<file path="src/rtl/rsfir_pkg.sv">
package rsfir_pkg;
  // index width for a counter or pointer that must address n slots
  function automatic int idx_w(input int n);
    return (n < 2) ? 1 : $clog2(n);
  endfunction
endpackage

</file>
<file path="src/rtl/rsfir_wsrc.sv">
module rsfir_wsrc #(
  parameter int TAPS = 3,
  parameter int WW   = 16,
  parameter int TW   = 2
) (
  input  logic                 clk,
  input  logic                 rst,
  input  logic signed [WW-1:0] coef_in,
  input  logic                 coef_vld,
  input  logic                 beat,
  output logic signed [WW-1:0] w_out,
  output logic                 w_vld,
  output logic [TW-1:0]        w_tap
);
  // coefficient store: newest value enters at the top slot, oldest sits at slot 0
  logic signed [WW-1:0] bank [TAPS];
  logic [TW-1:0]        ptr;

  always_ff @(posedge clk) begin
    if (rst) begin
      for (int i = 0; i < TAPS; i++) bank[i] <= '0;
    end else if (coef_vld) begin
      for (int i = 0; i < TAPS - 1; i++) bank[i] <= bank[i+1];
      bank[TAPS-1] <= coef_in;
    end
  end

  // one coefficient per sample beat, highest tap first, wrapping downward
  always_ff @(posedge clk) begin
    if (rst) begin
      ptr   <= TW'(TAPS - 1);
      w_out <= '0;
      w_vld <= 1'b0;
      w_tap <= '0;
    end else begin
      w_vld <= beat;
      if (beat) begin
        w_out <= bank[ptr];
        w_tap <= ptr;
        ptr   <= (ptr == '0) ? TW'(TAPS - 1) : ptr - 1'b1;
      end
    end
  end

  AST_TAP_RANGE: assert property (@(posedge clk) disable iff (rst)
    w_vld |-> (int'(w_tap) < TAPS));
endmodule

</file>
<file path="src/rtl/rsfir_pe.sv">
module rsfir_pe #(
  parameter int TAPS = 3,
  parameter int XW   = 16,
  parameter int WW   = 16,
  parameter int AW   = 34,
  parameter int TW   = 2
) (
  input  logic                 clk,
  input  logic                 rst,
  input  logic signed [WW-1:0] w_in,
  input  logic                 w_vld,
  input  logic [TW-1:0]        w_tap,
  input  logic signed [XW-1:0] x_in,
  output logic                 done,
  output logic signed [AW-1:0] res
);
  localparam int PW = XW + WW;

  logic signed [PW-1:0] prod;
  logic signed [AW-1:0] acc;
  logic signed [AW-1:0] sum;
  logic [TW-1:0]        cnt;
  logic                 last;

  always_comb begin
    prod = PW'(w_in) * PW'(x_in);
    sum  = acc + AW'(prod);
    last = (cnt == TW'(TAPS - 1));
  end

  // resident sum: updated only when a coefficient passes, i.e. every second cycle
  always_ff @(posedge clk) begin
    if (rst) begin
      acc  <= '0;
      cnt  <= '0;
      done <= 1'b0;
      res  <= '0;
    end else begin
      done <= 1'b0;
      if (w_vld) begin
        if (last) begin
          res  <= sum;
          done <= 1'b1;
          acc  <= '0;
          cnt  <= '0;
        end else begin
          acc <= sum;
          cnt <= cnt + 1'b1;
        end
      end
    end
  end

  AST_LAST_TAP: assert property (@(posedge clk) disable iff (rst)
    (w_vld && last) |-> (w_tap == '0));
  AST_HALF_RATE: assert property (@(posedge clk) disable iff (rst)
    w_vld |=> !w_vld);
  AST_CLEAR_ON_DONE: assert property (@(posedge clk) disable iff (rst)
    done |-> (acc == '0));
endmodule

</file>
<file path="src/rtl/rsfir_drain.sv">
module rsfir_drain #(
  parameter int TAPS = 3,
  parameter int AW   = 34
) (
  input  logic                 clk,
  input  logic                 rst,
  input  logic [TAPS-1:0]      done,
  input  logic signed [AW-1:0] res [TAPS],
  output logic signed [AW-1:0] res_out,
  output logic                 res_vld
);
  logic signed [AW-1:0] pick;

  always_comb begin
    pick = '0;
    for (int k = 0; k < TAPS; k++) begin
      if (done[k]) pick = pick | res[k];
    end
  end

  always_ff @(posedge clk) begin
    if (rst) begin
      res_out <= '0;
      res_vld <= 1'b0;
    end else begin
      res_out <= pick;
      res_vld <= |done;
    end
  end

  AST_ONE_DONE: assert property (@(posedge clk) disable iff (rst)
    $onehot0(done));
endmodule

</file>
<file path="src/rtl/rsfir_array.sv">
module rsfir_array #(
  parameter  int TAPS = 3,
  parameter  int XW   = 16,
  parameter  int WW   = 16,
  localparam int AW   = XW + WW + $clog2(TAPS)
) (
  input  logic                 clk,
  input  logic                 rst,
  input  logic signed [WW-1:0] coef_in,
  input  logic                 coef_vld,
  input  logic signed [XW-1:0] smp_in,
  input  logic                 smp_vld,
  output logic signed [AW-1:0] res_out,
  output logic                 res_vld
);
  localparam int TW = rsfir_pkg::idx_w(TAPS);
  // sample path: TAPS-1 alignment stages, then one stage per hop between elements
  localparam int XL = 2 * TAPS - 1;

  logic signed [WW-1:0] w0_d;
  logic                 w0_v;
  logic [TW-1:0]        w0_t;
  logic signed [WW-1:0] wq_d [TAPS-1];
  logic                 wq_v [TAPS-1];
  logic [TW-1:0]        wq_t [TAPS-1];
  logic signed [XW-1:0] xs   [XL];
  logic [TAPS-1:0]      pe_done;
  logic signed [AW-1:0] pe_res [TAPS];

  rsfir_wsrc #(.TAPS(TAPS), .WW(WW), .TW(TW)) u_wsrc (
    .clk(clk), .rst(rst), .coef_in(coef_in), .coef_vld(coef_vld),
    .beat(smp_vld), .w_out(w0_d), .w_vld(w0_v), .w_tap(w0_t)
  );

  // forward coefficient hops and reverse sample hops, one register each
  always_ff @(posedge clk) begin
    if (rst) begin
      for (int i = 0; i < TAPS - 1; i++) begin
        wq_d[i] <= '0;
        wq_v[i] <= 1'b0;
        wq_t[i] <= '0;
      end
      for (int i = 0; i < XL; i++) xs[i] <= '0;
    end else begin
      wq_d[0] <= w0_d;
      wq_v[0] <= w0_v;
      wq_t[0] <= w0_t;
      for (int i = 1; i < TAPS - 1; i++) begin
        wq_d[i] <= wq_d[i-1];
        wq_v[i] <= wq_v[i-1];
        wq_t[i] <= wq_t[i-1];
      end
      xs[0] <= smp_vld ? smp_in : '0;
      for (int i = 1; i < XL; i++) xs[i] <= xs[i-1];
    end
  end

  for (genvar k = 0; k < TAPS; k++) begin : g_pe
    logic signed [WW-1:0] wk;
    logic                 wvk;
    logic [TW-1:0]        wtk;
    if (k == 0) begin : g_head
      assign wk  = w0_d;
      assign wvk = w0_v;
      assign wtk = w0_t;
    end else begin : g_body
      assign wk  = wq_d[k-1];
      assign wvk = wq_v[k-1];
      assign wtk = wq_t[k-1];
    end
    rsfir_pe #(.TAPS(TAPS), .XW(XW), .WW(WW), .AW(AW), .TW(TW)) u_pe (
      .clk(clk), .rst(rst), .w_in(wk), .w_vld(wvk), .w_tap(wtk),
      .x_in(xs[XL-1-k]), .done(pe_done[k]), .res(pe_res[k])
    );
  end

  rsfir_drain #(.TAPS(TAPS), .AW(AW)) u_drain (
    .clk(clk), .rst(rst), .done(pe_done), .res(pe_res),
    .res_out(res_out), .res_vld(res_vld)
  );

  AST_BEAT_GAP: assert property (@(posedge clk) disable iff (rst)
    smp_vld |=> !smp_vld);
  AST_QUIET_AFTER_RESET: assert property (@(posedge clk) disable iff (rst)
    $past(rst) |-> !res_vld);
endmodule

</file>
<file path="config.mk">
export PLATFORM = sky130hd
export DESIGN_NAME = rsfir_array
export DESIGN_NICKNAME = d
export VERILOG_FILES = /design/src/rtl/rsfir_pkg.sv /design/src/rtl/rsfir_wsrc.sv /design/src/rtl/rsfir_pe.sv /design/src/rtl/rsfir_drain.sv /design/src/rtl/rsfir_array.sv
export SDC_FILE = /design/constraint.sdc
export NUM_CORES = 2
export LEC_CHECK = 0
export BUFFER_PORTS_ARGS = -buffer_cell sky130_fd_sc_hd__buf_2
export CORE_ASPECT_RATIO = 0.75
export CORE_MARGIN = 10
export CORE_UTILIZATION = 30
export CTS_BUF_LIST = sky130_fd_sc_hd__clkbuf_8
export DETAILED_ROUTE_END_ITERATION = 10
export MAX_ROUTING_LAYER = met4
export SKIP_LAST_GASP = 1
export SYNTH_ARGS = -nofsm -noshare
export SYNTH_HDL_FRONTEND = slang
export SYNTH_SLANG_ARGS = --single-unit
</file>
<file path="constraint.sdc">
create_clock -name clk -period 7.6 [get_ports clk]
set_input_delay 0.38 -clock clk [delete_from_list [all_inputs] [get_ports clk]]
set_output_delay 0.38 -clock clk [all_outputs]
set_load 0.1 [all_outputs]
</file>
; ---- Yosys cells after proc, flatten, opt, wreduce, memory -nomap -nowiden
; Memories as Yosys holds them, arrays and structs flattened. A register that Yosys moved wholly into a read port is not among the register bits.
; Cells that the tools add are included.
[totals]
reg_bits = 251
latchBits = 0
ram_bits = 162
rom_bits = 0
out_inout_bits = 35
elab_cells = 90
mem_count = 4
[op_classes]
add_sub_neg = 7
mul = 3
n_div = 0
magnitude_cmp = 0
n_eq_ne = 3
shift = 0
muxes = 32
n_bitwise = 17
n_reduce_logical = 8
[mem_list]
columns = name, words, width, rd, rd_clocked_by_memory_dff, wr, line
row1 = xs, 5, 16, 5, 0, 5, rsfir_array.sv:26  ; logic signed [XW-1:0] xs [XL];
row2 = u_wsrc.bank, 3, 16, 3, 1, 3, rsfir_wsrc.sv:16  ; logic signed [WW-1:0] bank [TAPS];
row3 = wq_d, 2, 16, 2, 0, 2, rsfir_array.sv:23  ; logic signed [WW-1:0] wq_d [TAPS-1];
row4 = wq_v, 2, 1, 2, 0, 2, rsfir_array.sv:24  ; logic wq_v [TAPS-1];
[ops]
columns = op, count
row1 = two-way mux 34 bit, 6
row2 = two-way mux 16 bit, 11
row3 = adder 34 x 32 -> 34 bit, 3
row4 = multiplier 16 x 16 -> 32 bit, 3
row5 = bitwise OR 34 bit, 2
row6 = bitwise OR 1 bit, 12
row7 = two-way mux 1 bit, 11
row8 = two-way mux 2 bit, 4
row9 = adder 2 x 1 -> 2 bit (second input constant), 3
row10 = == test 2 bit (second input constant), 3
row11 = AND reduction 2 bit, 3
row12 = OR reduction 2 bit, 3
row13 = inverter 1 bit, 3
row14 = OR reduction 3 bit, 1
row15 = zero test 2 bit, 1
row16 = subtractor 2 x 1 -> 2 bit (second input constant), 1

; ---- Depth between registers and ports, before layout
[logic_depth]
word_depth = 5
mapped_depth = 27
ltp_nobuf = 24

; ---- Hierarchy
; A second synthesis with hierarchy kept.
[hier_totals]
cells_unflattened = 5054
area_unflattened_um2 = 48646.7
[by_module_without_submodules]
columns = mod, instances, cells_each, area_each_um2
row1 = rsfir_pe at g_pe[1].u_pe, 1, 1495, 13758.2
row2 = rsfir_pe at g_pe[2].u_pe, 1, 1495, 13714.4
row3 = rsfir_pe at g_pe[0].u_pe, 1, 1479, 13663.1
row4 = rsfir_array, 1, 250, 3230.6
row5 = rsfir_wsrc, 1, 214, 2976.6
row6 = rsfir_drain, 1, 121, 1303.8

; ---- Least setup slack after synthesis
; OpenSTA, ideal clock, no wires.
[synth_timing]
kind = reg-to-reg
from = memory wq_d[0][15]
to = register g_pe[1].u_pe.res[33]
setup_time_ps = 132
arrival_time_ps = 6036
required_time_ps = 7468
path_slack_ps = 1431
path_stages_with_launch = 23
synth_period_minus_slack_ps = 6169
path_cell_list = dfxtp_1 > clkbuf_1 > nand2_1 > inv_1 > fa_1 > fa_1 > fa_1 > fa_1 > fa_1 > inv_1 > fa_1 > inv_1 > ha_1 > buf_2 > a21o_1 > a31oi_1 > o22ai_1 > or3_1 > a211oi_2 > o31a_1 > nor2_2 > a211oi_2 > a21oi_1
[synth_lines]
columns = element, line
row1 = from (decl), rsfir_array.sv:23
row2 = to (signal assigned), rsfir_pe.sv:42  ; res <= sum;
row3 = to (decl), rsfir_pe.sv:15  ; output logic signed [AW-1:0] res

==> results_dict.tcl <==
set metrics [dict create \
    run_status "finished clean" \
    grt_max_degree 157 \
    r2r_setup_slack_ns 0.48 \
    drt_pass1_iterations 8 \
    worst-slew-pin-transition_ns 1.22 \
    global_route.usage.met3_pct 3.09 \
    yosys_warnings 0 \
    synthesis.area_um2 48000 \
    synth_cell_type_count 81 \
    cts.reportedPaths.clkPinSlew_ns 0.07 \
    wire_length_of_the_first_global_routing_pass_um 207000 \
    postCtsSetupRepairBufs 0 \
    clock_tree.buffer_depth 3 \
    clkLatencyLatePin_ns 0.76 \
    worst-path-buf-inv 5 \
    syn-num-nets 6326 \
    final.hold.worst_slack_ns 0.0957 \
    drtIter0Drc 2617 \
    cts_root_buffer "clkbuf_8" \
    synth_area_in_compound_gates_pct 7.13 \
    groute.usage.overall_pct 15.2 \
    htree_num_levels 3 \
    fin_nets 6339 \
    numCtsBuffers 73 \
    yosys.area.top_type_share_pct 38.2 \
    unrepaired_setup_endpoints_after_global_routing "no" \
    finalCriticalPeriod_ns 7.12 \
    critical_path_cell_count 20 \
    met1_usage_pct 22.1 \
    floorplan.initialDensity_pct 30.1 \
    routabilityCongestion 0.917 \
    post_synth_xor_area_fraction_pct 2.01 \
    clkSinkCount 429 \
    core-area_um2 159000 \
    crit_fanout 17 \
    post-synth-top-count-cell "inv_1" \
    die_width_um 482 \
    fin_worst_skew_ns 0.0582 \
    most_frequently_used_flop_master_after_synthesis "dfxtp_1" \
    die_h_um 366 \
    floorplan.die_area_um2 177000 \
    leakage_nw 26.1 \
    drive_gt1_share_pct 5.34 \
    synth.area.top_cells "fa_1, dfxtp_1, inv_1, ha_1, and2_1" \
    slew_violations 0 \
    maxCapViolations 0 \
    synth.mux.area_fraction_pct 0.751 \
    io_buffer_count 70 \
    slowest_delay_ns 0.92 \
    critPathCaptureType "register" \
    synthSimpleGateAreaFrac_pct 15.1 \
    final_antenna_net_count 0 \
    vdd.ir_drop.worst_mv 0.120 \
    timing.max_slew.rel_slack_pct 18.5 \
    worstPathCellList "nand2_1, fa_1, inv_1, fa_1, inv_1, fa_1, inv_1, fa_1, fa_1, inv_1, fa_1, inv_1, ha_1, a21oi_1, o21ai_0, nor4_1, o211ai_1, a211oi_2, o21ai_1, o311ai_0" \
    pin_count 71 \
    timing.critical_path.from "xs[0][39]" \
    path_common_cell "fa_1" \
    totalWireLength_um 128000 \
    worst_r2r_path_depth 20 \
    place.detailed.hpwl_um 105000 \
    hp-class "in -> reg" \
    report.final.setup_viol 0 \
    detailroute.via_count 33907 \
    hold_viol_final 0 \
    data_required_time_at_the_worst_endpoint_ns 8.22 \
    min_from "rst" \
    synth.top_cells.by_count "inv_1, fa_1, nand2_1, and2_1, dfxtp_1" \
    timing.setup.critical_path_class "reg -> reg" \
    worst_r2r_endpoint "g_pe[2].u_pe.acc[30]" \
    cp_slowest_cell "dfxtp_1" \
    cts_tree "built" \
    synthArstFlopShare_pct 0 \
    yosys_register_bits 429 \
    critical_path.endpoint "g_pe[2].u_pe.acc[30]" \
    power_density_nw_per_um2 95.5 \
    avgRoutedWirePerCell_um 17.7 \
    globalRoute.totalOverflow 0 \
    crit_path_start_kind "register" \
    adder_cell_share_of_the_synthesized_area_pct 46.2 \
    syn_area_per_cell_um2 9.47 \
    grt_pass1_vias 35780 \
    areaGrowthSynthToFinish_pct 9.31 \
    worst_r2r_start "xs[0][39]" \
    critPathArrivalTime_ns 7.74 \
    synth_seq_area_share_pct 18.9 \
    routed_via_count_divided_by_cell_count 4.67 \
    global_route.peak_usage_layer "met1" \
    final.setup.tns_ns 0 \
    use_met2_pct 21.5 \
    synth_enable_flop_cells 48 \
    drcViolationCount 0 \
    post_synth_inst_count 5068 \
    timing.fmax_mhz 140 \
    final_period_util_pct 93.7 \
    synth_top_family_by_area "adder cells" \
    number_of_placement_rows 127 \
    synth.largest_area_cell "fa_1" \
    worst_path_dominant_cell_family "adder cells" \
    antenna_violations_before_repair 6 \
]
-- final cells by class --
| type | count | area [um2] |
|---|---|---|
| inverters | 1053 | 3950 |
| repair buffers | 156 | 1100 |
| multi-input cells | 3368 | 34200 |
| diodes | 6 | 15.0 |
| fillers | 16428 | 107000 |
| well taps | 2128 | 2660 |
| clock buffers | 81 | 1110 |
| clock inverters | 43 | 389 |
| flip-flops and latches | 429 | 9070 |
-- flip-flops by register name, summed over array words and instances (netlist names) --
name and flops:
u_drain.res_out 34, g_pe.u_pe.done 3, u_wsrc.bank 48, u_drain.res_vld 1
xs 80, wq_d 32, u_wsrc.w_out 16, g_pe.u_pe.cnt 6
g_pe.u_pe.acc 102, u_wsrc.ptr 2, wq_v 2, u_wsrc.w_vld 1
g_pe.u_pe.res 102
-- how the worst min path moves through the flow --
| stage | end | slack [ns] | cells after the start |
|---|---|---|---|
| floorplan | xs[0][16] | 0.41 | 1 |
| global placement | xs[0][41] | 0.42 | 1 |
| detailed placement | xs[0][39] | 0.42 | 1 |
| CTS | u_wsrc.ptr[0] | 0.05 | 2 |
| global route | u_wsrc.w_out[3] | 0.11 | 2 |
| finish | u_wsrc.ptr[0] | 0.1 | 2 |
-- stage by stage --
stage	instances	worst slack [ns]	util [%]	cell area [um2]	total power, mW
4_1_cts	7258	0.505	32.9	52400	5.06
3_3_place_gp	7102	0.592	31.8	50600	2.78
3_5_place_dp	7102	0.570	31.8	50600	2.79
2_1_floorplan	5068	1.43	-	48000	2.64
6_report	7264	0.476	32.9	52500	5.01
5_1_grt	7259	0.0246	32.9	52400	5.20
-- report_power, final --
part / switching [mW] / internal, mW / total (mW)
registers: 0.0885 / 2.33 / 2.42
logic: 0.216 / 0.120 / 0.336
clock network: 1.08 / 1.17 / 2.25
-- cells in the final DEF (no fill, tap or decap), types with 21 or more instances in the layout --
master,count
dfxtp_1,381
a21oi_1,152
a21o_1,37
mux2i_1,36
and2_1,413
nand3_1,30
dlygate4sd3_1,32
o21ai_0,60
ha_1,307
xnor2_1,72
nor2b_1,102
buf_2,69
a22oi_1,58
clkbuf_8,81
nor2_1,254
inv_1,1061
xor2_1,38
buf_4,53
fa_1,915
nor3_1,28
a222oi_1,34
o21a_1,21
edfxtp_1,48
nand2_1,604
-- cell families after synthesis --
family	Yosys count
flops	429
simple gates	1506
fa+ha+maj	1222
compound gates	494
mux	36
xor+xnor	110
buf+inv	1271
-- timing repair --
action,in CTS,in global routing
hold buffers,32,0
gates resized for setup,0,0
endpoints found under the hold margin,32,0
-- layer usage --
metal  vias up  wire [um]
met2      1090      54000
met1     17259      61200
met5         -          0
met3       166      10000
met4         0       3160
li1      15392          -
Power figures use the tool's default switching activity.
